## src/rtl/blk_xfer_pkg.sv

```systemverilog
package blk_xfer_pkg;

  localparam int BYTE_W = 8;
  localparam int WORD_W = 2 * BYTE_W;

  // Phase of the current word in each direction.
  typedef enum logic [2:0] {
    ST_IDLE,
    ST_RD_LO,
    ST_RD_HI,
    ST_WR_LO,
    ST_WR_HI
  } xfer_state_e;

  // Control to datapath strobes.
  typedef struct packed {
    logic stepByte;   // one card byte moves this cycle
    logic upperHalf;  // the moving byte is the upper half of a word
    logic readDir;    // card to FIFO
  } xfer_strobe_t;

  // Datapath to control flags.
  typedef struct packed {
    logic lastByte;   // byte counter is on the last byte of a block
    logic lastBlock;  // block counter is on the last block
  } xfer_flags_t;

endpackage

```

## src/rtl/blk_xfer_ctrl.sv

```systemverilog
module blk_xfer_ctrl
  import blk_xfer_pkg::*;
#(
  parameter int LVL_W = 6
) (
  input  logic               clk,
  input  logic               rstN,
  input  logic               startEn,
  input  logic               startDir,
  input  logic [LVL_W-1:0]   afLevel,
  input  logic [LVL_W-1:0]   fifoCount,
  input  logic               cardRdAck,
  input  logic               cardWrAck,
  input  xfer_flags_t        flags,
  output logic               cardRdReq,
  output logic               cardWrReq,
  output logic               fifoPushValid,
  output logic               fifoPopReady,
  output xfer_strobe_t       strobe,
  output logic               busy,
  output logic               doneStb,
  output logic               inHiPhase
);

  xfer_state_e state, stNext;

  logic rdLo, rdHi, wrLo, wrHi;
  logic readDir, moveByte, wordEnd, xferEnd;

  always_comb begin
    rdLo = (state == ST_RD_LO);
    rdHi = (state == ST_RD_HI);
    wrLo = (state == ST_WR_LO);
    wrHi = (state == ST_WR_HI);
    readDir   = rdLo || rdHi;
    inHiPhase = rdHi || wrHi;

    // A new word only begins when the FIFO allows it; the second half of a
    // word always follows, since the word was admitted as a whole.
    cardRdReq = (rdLo && (fifoCount <= afLevel)) || rdHi;
    cardWrReq = (wrLo && (fifoCount != '0)) || wrHi;

    moveByte = (cardRdReq && cardRdAck) || (cardWrReq && cardWrAck);
    wordEnd  = moveByte && (inHiPhase || flags.lastByte);
    xferEnd  = moveByte && flags.lastByte && flags.lastBlock;

    fifoPushValid = wordEnd && readDir;
    fifoPopReady  = wordEnd && !readDir && (wrLo || wrHi);

    strobe.stepByte  = moveByte;
    strobe.upperHalf = inHiPhase;
    strobe.readDir   = readDir;

    busy = (state != ST_IDLE);
  end

  always_comb begin
    stNext = state;
    case (state)
      ST_IDLE: begin
        if (startEn) stNext = startDir ? ST_RD_LO : ST_WR_LO;
      end
      default: begin
        if (xferEnd)       stNext = ST_IDLE;
        else if (wordEnd)  stNext = readDir ? ST_RD_LO : ST_WR_LO;
        else if (moveByte) stNext = readDir ? ST_RD_HI : ST_WR_HI;
      end
    endcase
  end

  always_ff @(posedge clk or negedge rstN) begin
    if (!rstN) begin
      state   <= ST_IDLE;
      doneStb <= 1'b0;
    end else begin
      state   <= stNext;
      doneStb <= xferEnd;
    end
  end

endmodule

```

## src/rtl/blk_xfer_dp.sv

```systemverilog
module blk_xfer_dp
  import blk_xfer_pkg::*;
#(
  parameter int LEN_FIELD_W = 11,
  parameter int CNT_W       = LEN_FIELD_W + 1
) (
  input  logic                   clk,
  input  logic                   rstN,
  input  logic                   lenWrEn,
  input  logic [LEN_FIELD_W-1:0] lenWrVal,
  input  logic                   cntWrEn,
  input  logic [LEN_FIELD_W-1:0] cntWrVal,
  input  xfer_strobe_t           strobe,
  input  logic [BYTE_W-1:0]      cardRdData,
  input  logic [WORD_W-1:0]      fifoPopData,
  output logic [WORD_W-1:0]      fifoPushData,
  output logic [BYTE_W-1:0]      cardWrData,
  output logic [CNT_W-1:0]       lenLive,
  output logic [CNT_W-1:0]       cntLive,
  output xfer_flags_t            flags
);

  logic [CNT_W-1:0]  blkLen, blkNum, byteCnt, blkCnt;
  logic [CNT_W-1:0]  lenNew, numNew, lenReload;
  logic [BYTE_W-1:0] lowByte;

  always_comb begin
    lenNew    = CNT_W'({1'b0, lenWrVal}) + CNT_W'(1);
    numNew    = CNT_W'({1'b0, cntWrVal}) + CNT_W'(1);
    lenReload = lenWrEn ? lenNew : blkLen;
    flags.lastByte  = (byteCnt == CNT_W'(1));
    flags.lastBlock = (blkCnt == CNT_W'(1));
    lenLive = byteCnt;
    cntLive = blkCnt;
  end

  // Byte lanes of the word: lane 0 carries the first byte, lane 1 the second.
  logic [BYTE_W-1:0] popLane [2];
  logic [BYTE_W-1:0] pushLane[2];

  for (genvar lane = 0; lane < 2; lane++) begin : g_lane
    assign popLane[lane] = fifoPopData[lane*BYTE_W +: BYTE_W];
    assign fifoPushData[lane*BYTE_W +: BYTE_W] = pushLane[lane];
  end

  always_comb begin
    cardWrData = strobe.upperHalf ? popLane[1] : popLane[0];
    if (strobe.upperHalf) begin
      pushLane[0] = lowByte;
      pushLane[1] = cardRdData;
    end else begin
      // a word closed after its first byte carries zero in its upper lane
      pushLane[0] = cardRdData;
      pushLane[1] = '0;
    end
  end

  always_ff @(posedge clk or negedge rstN) begin
    if (!rstN) begin
      lowByte <= '0;
    end else if (strobe.stepByte && strobe.readDir && !strobe.upperHalf) begin
      lowByte <= cardRdData;
    end
  end

  // Register writes take priority over counting in the same cycle.
  always_ff @(posedge clk or negedge rstN) begin
    if (!rstN) begin
      blkLen  <= '0;
      blkNum  <= '0;
      byteCnt <= '0;
      blkCnt  <= '0;
    end else begin
      if (lenWrEn) blkLen <= lenNew;
      if (cntWrEn) blkNum <= numNew;

      if (cntWrEn) begin
        blkCnt  <= numNew;
        byteCnt <= lenReload;
      end else if (lenWrEn) begin
        byteCnt <= lenNew;
      end else if (strobe.stepByte) begin
        if (flags.lastByte) begin
          byteCnt <= blkLen;
          blkCnt  <= flags.lastBlock ? blkNum : blkCnt - CNT_W'(1);
        end else begin
          byteCnt <= byteCnt - CNT_W'(1);
        end
      end
    end
  end

endmodule

```

## src/rtl/blk_xfer_ctr.sv

```systemverilog
module blk_xfer_ctr
  import blk_xfer_pkg::*;
#(
  parameter  int LEN_FIELD_W = 11,
  parameter  int FIFO_DEPTH  = 32,
  localparam int CNT_W       = LEN_FIELD_W + 1,
  localparam int LVL_W       = $clog2(FIFO_DEPTH + 1)
) (
  input  logic                   clk,
  input  logic                   rstN,
  input  logic                   lenWrEn,
  input  logic [LEN_FIELD_W-1:0] lenWrVal,
  input  logic                   cntWrEn,
  input  logic [LEN_FIELD_W-1:0] cntWrVal,
  input  logic                   startEn,
  input  logic                   startDir,
  input  logic [LVL_W-1:0]       afLevel,
  input  logic [LVL_W-1:0]       fifoCount,
  output logic                   fifoPushValid,
  output logic [15:0]            fifoPushData,
  output logic                   fifoPopReady,
  input  logic [15:0]            fifoPopData,
  output logic                   cardRdReq,
  input  logic                   cardRdAck,
  input  logic [7:0]             cardRdData,
  output logic                   cardWrReq,
  input  logic                   cardWrAck,
  output logic [7:0]             cardWrData,
  output logic [CNT_W-1:0]       lenLive,
  output logic [CNT_W-1:0]       cntLive,
  output logic                   busy,
  output logic                   doneStb
);

  xfer_strobe_t strobe;
  xfer_flags_t  flags;
  logic         inHiPhase;

  blk_xfer_ctrl #(.LVL_W(LVL_W)) ctrlU (
    .clk           (clk),
    .rstN          (rstN),
    .startEn       (startEn),
    .startDir      (startDir),
    .afLevel       (afLevel),
    .fifoCount     (fifoCount),
    .cardRdAck     (cardRdAck),
    .cardWrAck     (cardWrAck),
    .flags         (flags),
    .cardRdReq     (cardRdReq),
    .cardWrReq     (cardWrReq),
    .fifoPushValid (fifoPushValid),
    .fifoPopReady  (fifoPopReady),
    .strobe        (strobe),
    .busy          (busy),
    .doneStb       (doneStb),
    .inHiPhase     (inHiPhase)
  );

  blk_xfer_dp #(.LEN_FIELD_W(LEN_FIELD_W), .CNT_W(CNT_W)) dpU (
    .clk          (clk),
    .rstN         (rstN),
    .lenWrEn      (lenWrEn),
    .lenWrVal     (lenWrVal),
    .cntWrEn      (cntWrEn),
    .cntWrVal     (cntWrVal),
    .strobe       (strobe),
    .cardRdData   (cardRdData),
    .fifoPopData  (fifoPopData),
    .fifoPushData (fifoPushData),
    .cardWrData   (cardWrData),
    .lenLive      (lenLive),
    .cntLive      (cntLive),
    .flags        (flags)
  );

endmodule

```

## config.mk

```make
export PLATFORM = sky130hd
export DESIGN_NAME = blk_xfer_ctr
export DESIGN_NICKNAME = d
export VERILOG_FILES = /design/src/rtl/blk_xfer_pkg.sv /design/src/rtl/blk_xfer_ctrl.sv /design/src/rtl/blk_xfer_dp.sv /design/src/rtl/blk_xfer_ctr.sv
export SDC_FILE = /design/constraint.sdc
export NUM_CORES = 1
export LEC_CHECK = 0
export ABC_AREA = 0
export CAP_MARGIN = 20
export CORE_MARGIN = 2
export CORE_UTILIZATION = 49
export CTS_CLUSTER_SIZE = 20
export DETAILED_ROUTE_END_ITERATION = 12
export GPL_TIMING_DRIVEN = 0
export MAX_ROUTING_LAYER = met4
export PLACE_DENSITY = 0.79
export SLEW_MARGIN = 20
export SYNTH_ARGS = -nofsm -noshare
export SYNTH_HDL_FRONTEND = slang
export SYNTH_HIERARCHICAL = 1
export SYNTH_SLANG_ARGS = --single-unit
```

## constraint.sdc

```tcl
create_clock -name clk -period 3.2 [get_ports clk]
set_input_delay 0.64 -clock clk [delete_from_list [all_inputs] [get_ports clk]]
set_output_delay 0.64 -clock clk [all_outputs]
set_load 0.01 [all_outputs]
```

==> results.toml, run 1 <==
[outcome]
status = "complete, no violations"

[timing]
setup_viol = 0
whs_ps = 166
layout_setup_ws_ps = 101
slew_viol_final = 0
fin_setup_tns_ps = 0
maxSlewHeadroom_pct = 33.9
grt_setup_unrepaired = "yes"
finClkSkew_ps = 10.7
period_needed_ps = 3100
tightest_slew_ps = 990
hold_viol_final = 0
fmax_mhz = 323
timing.final.crit_share_pct = 96.9

[global_routing]
grt_antenna_before_repair = 0
grt_first_pass_wirelength_um = 21400
first_global_vias = 4411
grt_overflow = 0
grtUsageTotal_pct = 28.0
grt_max_degree = 43

[floorplanning]
num_rows = 34
die_y_um = 97.9
start_util_pct = 50.1
io_pins = 120
coreArea_mm2 = 0.00864
die-area_mm2 = 0.00959
die_w_um = 97.9

[placement]
portBuffers = 117
place_area_mm2 = 0.00565
post-place-ws_ps = -668
post-dp-hpwl_um = 9560
placedCellCount = 740
place_congestion = 0.913

[pwr]
p_per_area_mw_per_mm2 = 603
leakagePower_nw = 2.56
switchingPower_mw = 1.33
total_power_mw = 3.66
seq_power_share_pct = 29.7
power.internal_mw = 2.34
power.share.combinational_pct = 51.1
ir_drop_uv = 314
pwr-share-clk_pct = 19.2
swShare_pct = 36.3

[detailed_routing]
drt-wirelength-per-cell_um = 17.4
vias = 4556
drtIter0Drc = 366
dr.pass1.iters = 5
route.detailed.drc = 0
ant_nets = 0
viasPerCell = 5.96
wl_um = 13300

[yosys]
syn_area_per_cell_um2 = 8.41
synth.area.top_cells = "dfrtp_1 (35%), mux2_2 (6.5%), nor2_1 (4.4%)"
synthArstFlopShare_pct = 100
yosysUniqueCellTypes = 64
ys_ff_latch = 60
yosysWarnings = 6
synth_seq_area_share_pct = 34.7
synth_area_leader_cell = "dfrtp_1"
syn_inst = 514
syn-num-nets = 595
ys.flop_type = "dfrtp_1"
syn_area_mm2 = 0.00432
synth_edf_count = 0
yosysTopAreaCellShare_pct = 34.7

[run]
max_cap_viol_count = 0

[clocking]
ctsHtreeMaxLevel = 3
holdBufCountCts = 0
clock_path_buffers = 2
clk_pin_slew_worst_paths_ps = 70
ctsRootBufferMaster = "clkbuf_8"
cts_buffers = 9
tritoncts = "yes"
cts.sinks = 60
clkLatencyLatePin_ps = 350

[setup_path]
crit_chain = "clkdlybuf4s50_1, ha_1, nand2_2, o31ai_2, a31oi_2, and2_4, nor2_4, ha_2, nor2b_1, buf_2"
path_class = "input pin to primary output"
critPathMaxStageDelay_ps = 420
startpoint_type = "input pin"
path_max_fanout = 3
cp_slowest_cell = "clkdlybuf4s50_1"
worstSetupEndpointType = "primary output"
critPathRequiredTime_ps = 2560
arrival_ps = 2460

[final_layout]
diodes = 0
fill_cells = 666
instances_no_fill = 765
layout_commonest_cell = "clkdlybuf4s50_1"
drive_above_1_share_pct = 15.2
final_core_util_pct = 70.3
nets = 733
syn_to_final_growth_pct = 40.5
final_cell_mix = "clkdlybuf4s50_1 (102), dfrtp_1 (59), nor2_1 (49)"
design_area_mm2 = 0.00607

[worst_hold_path]
hold_class = "input pin to asynchronous set/reset pin"
final timing paths:
kind | from | to | slack, ps | cells after the start
hold reg to reg | dpU/blkNum[2]$_DFFE_PN0P_ | dpU/blkNum[2]$_DFFE_PN0P_ | 490 | 1
setup / recovery | afLevel[0] | fifoPopReady | 100 | 10
setup reg to reg | ctrlU/state[1]$_DFFE_PN0P_ | dpU/lenLive[8]$_DFFE_PN0P_ | 360 | 11
min in group clk | dpU/blkNum[2]$_DFFE_PN0P_ | dpU/blkNum[2]$_DFFE_PN0P_ | 490 | 1
hold / removal | rstN | dpU/blkNum[5]$_DFFE_PN0P_ | 170 | 1
max in group asynchronous | rstN | dpU/lenLive[1]$_DFFE_PN0P_ | 2520 | 2
worst max-delay path, delay by kind of cell:
kind | cells | cell delay [ps]
buf+inv | 2 | 550
simple gates | 4 | 450
fa+ha+maj | 2 | 450
compound gates | 2 | 350
sequential cells by signal, indices dropped and copies added, names as in the netlist:
signal and cells:
dpU/lowByte 8, dpU/blkLen 12, dpU/blkNum 12, dpU/lenLive 12, dpU/cntLive 12, ctrlU/doneStb 1
ctrlU/state 3
cell usage after synthesis (8+ instances only):
cell type and n:
nand2b_1 8, nand3_1 17, a211oi_1 8, o21ai_0 37, nand2_1 37, ha_1 15, nor2_1 51, nand4_1 8
inv_1 35, xnor2_1 12, and2_1 11, mux2_2 25, dfrtp_1 60, o21a_1 9, nor3_1 14, clkbuf_1 17
a31oi_1 10, a21oi_1 28, xor2_1 12
repair_timing:
| action | 4_1_cts | 5_1_grt |
|---|---|---|
| setup buffers | 6 | 8 |
| setup endpoints to repair | 39 | 29 |
| resized for setup | 29 | 23 |
| pin swaps | 9 | 13 |
power groups by stage:
stage	Clock, mW	Sequential [mW]	Combinational (mW)
floorplan	0	1.06	1.02
global placement	0	1.06	1.73
detailed placement	0	1.07	1.78
CTS	0.716	1.06	1.84
global route	0.754	1.11	2.03
finish	0.705	1.09	1.87
cell families after synthesis:
group	count (synthesis)	synth area share, %
simple gates	187	22.2
compound gates	135	20.1
buf+inv	64	6.37
flops	60	34.7
mux	29	7.44
xor+xnor	24	4.86
fa+ha+maj	15	4.34
cell type report:
type                            instances  area (um^2)  share of cell area (%)
Inverter                               36          138                    2.27
Timing Repair Buffer                  132         1310                    21.5
Clock buffer                           11          151                    2.49
Buffer                                 23          136                    2.25
Clock inverter                          5         50.0                   0.824
Sequential cell                        60         1500                    24.7
Multi-Input combinational cell        390         2650                    43.7
Tap cell                              108          135                    2.22
routing by layer:
metal	vias up	track usage [%]	wire length, um	share of wire, %
li1	2114	-	-	-
met1	2171	34.6	5390	41
met2	235	45.3	6360	48
met3	36	6.73	1200	9.0
met4	0	9.51	342	2.6
met5	-	-	0	0
Note: power is estimated with default switching activity, not from simulation.
==> run 2: changes to the inputs <==
- CORE_UTILIZATION: 49 -> 50
- DONT_BUFFER_PORTS: default -> 1
- PLACE_DENSITY: 0.79 -> 0.63
- clock period: 3.2 -> 3.5 ns (I/O delays scaled with it)
==> results.toml, run 2 (synthesis gave the netlist of run 1 again) <==
[outcome]
status = "complete, no violations"

[global_routing]
use_met3_pct = 6.79
first_global_vias = 3682
grt_use_met1_pct = 33.6
grtUsageTotal_pct = 25.2
grt_max_degree = 61
grt_first_pass_wirelength_um = 18800
grt-busiest-layer = "met2"
grt_overflow = 0
met2_usage_pct = 38.9
grt_antenna_before_repair = 0

[timing]
slew_viol_final = 0
layout_setup_ws_ps = 166
setup_viol = 0
tightest_slew_ps = 989
whs_ps = 60.8
grt_setup_unrepaired = "no"
maxSlewHeadroom_pct = 33.9
timing.final.crit_share_pct = 95.2
period_needed_ps = 3330
fin_setup_tns_ps = 0
hold_viol_final = 0
finClkSkew_ps = 10.5
fmax_mhz = 300

[floorplanning]
die_y_um = 97.0
die-area_mm2 = 0.00941
num_rows = 33
start_util_pct = 52.1
die_w_um = 97.0
io_pins = 120
coreArea_mm2 = 0.00830

[placement]
post-place-ws_ps = 59.4
placedCellCount = 619
place_area_mm2 = 0.00445
post-dp-hpwl_um = 8670
place_congestion = 0.930
portBuffers = 0

[final_layout]
syn_to_final_growth_pct = 8.63
design_area_mm2 = 0.00470
layout_commonest_cell = "dfrtp_1"
fill_cells = 774
diodes = 0
multiInputGateArea_mm2 = 0.00255
instances_no_fill = 638
final_cell_mix = "dfrtp_1 (60), nor2_1 (51), nand2_1 (37), o21ai_0 (37), inv_1 (35)"
drive_above_1_share_pct = 11.3
nets = 609
final-seq-area_mm2 = 0.00150
final_core_util_pct = 56.6

[detailed_routing]
dr.pass1.iters = 5
drtIter0Drc = 345
drt-wirelength-per-cell_um = 18.2
wl_um = 11600
viasPerCell = 6.10
ant_nets = 0
vias = 3893
route.detailed.drc = 0

[pwr]
total_power_mw = 2.81
p_per_area_mw_per_mm2 = 597
ir_drop_uv = 278
leakagePower_nw = 1.95

[setup_path]
path_max_fanout = 10
startpoint_type = "register"
worstSetupEndpointType = "primary output"
critPathRequiredTime_ps = 2800
arrival_ps = 2630
path_class = "register to primary output"

[clocking]
ctsRootBufferMaster = "clkbuf_8"
cts_buffers = 9
clkLatencyLatePin_ps = 340
holdBufCountCts = 0
tritoncts = "yes"
clock_path_buffers = 2
clk_pin_slew_worst_paths_ps = 70
cts.sinks = 60
ctsHtreeMaxLevel = 3

[worst_hold_path]
hold_class = "input pin to asynchronous set/reset pin"

[run]
max_cap_viol_count = 0
run 2: cell types whose count changed in the layout (fill, tap and decap cells not counted), moves of 3 or more:
cell,change
inv_2,-6
buf_4,-13
clkinv_2,-3
inv_1,+6
ha_1,+6
clkdlybuf4s50_1,-102
dlymetal6s2s_1,-10
clkbuf_1,+7
ha_4,-5
run 2: area by class of cell:
cell class	count	share of cell area [%]
multi-input combinational	390	54.2
sequential	60	32.0
clock buffer	12	3.09
buffer	28	2.96
inverter	36	2.93
tap	105	2.80
clock inverter	4	1.55
timing repair buffer	3	0.480
run 2: final timing paths:
check,cells after the start,end,startpoint,slack [ps]
max in group asynchronous,0,dpU/blkLen[8]$_DFF_PN0_,rstN,3330
worst min-delay path,0,dpU/blkNum[3]$_DFFE_PN0P_,rstN,60
worst max-delay path,9,fifoPopReady,dpU/lenLive[5]$_DFFE_PN0P_,170
min in group clk,1,dpU/blkLen[0]$_DFF_PN0_,lenWrVal[0],450
worst min register to register,1,dpU/blkNum[2]$_DFFE_PN0P_,dpU/blkNum[2]$_DFFE_PN0P_,490
worst max register to register,9,dpU/lowByte[6]$_DFFE_PN0P_,ctrlU/state[1]$_DFFE_PN0P_,520
run 2: routing by layer:
metal  wire length (um)  vias to the layer above
li1                   -                     1864
met1               5230                     1833
met2               5400                      184
met3                909                       12
met4                 72                        0
met5                  0                        -
run 2: critical path: stages, from the launching register on:
cell and delay, ps:
dfrtp_1 420, clkbuf_1 220, nor4_4 370, nand4_1 250
buf_2 280, inv_1 160, nor2_1 70, nor2_1 140
ha_1 160, nor2b_1 230
run 2: where the power goes:
group	internal, mW	leakage, nW	total [mW]	switching [mW]
combinational	0.491	1.13	1.11	0.619
sequential	0.834	0.707	1.00	0.167
clock	0.420	0.107	0.694	0.274
total	1.74	1.95	2.81	1.06
run 2: what timing repair did:
action / CTS / global route
pin swaps: 1 / 1
setup endpoints to repair: 2 / 2
buffers inserted: 1 / 2
gates resized for setup: 1 / 1
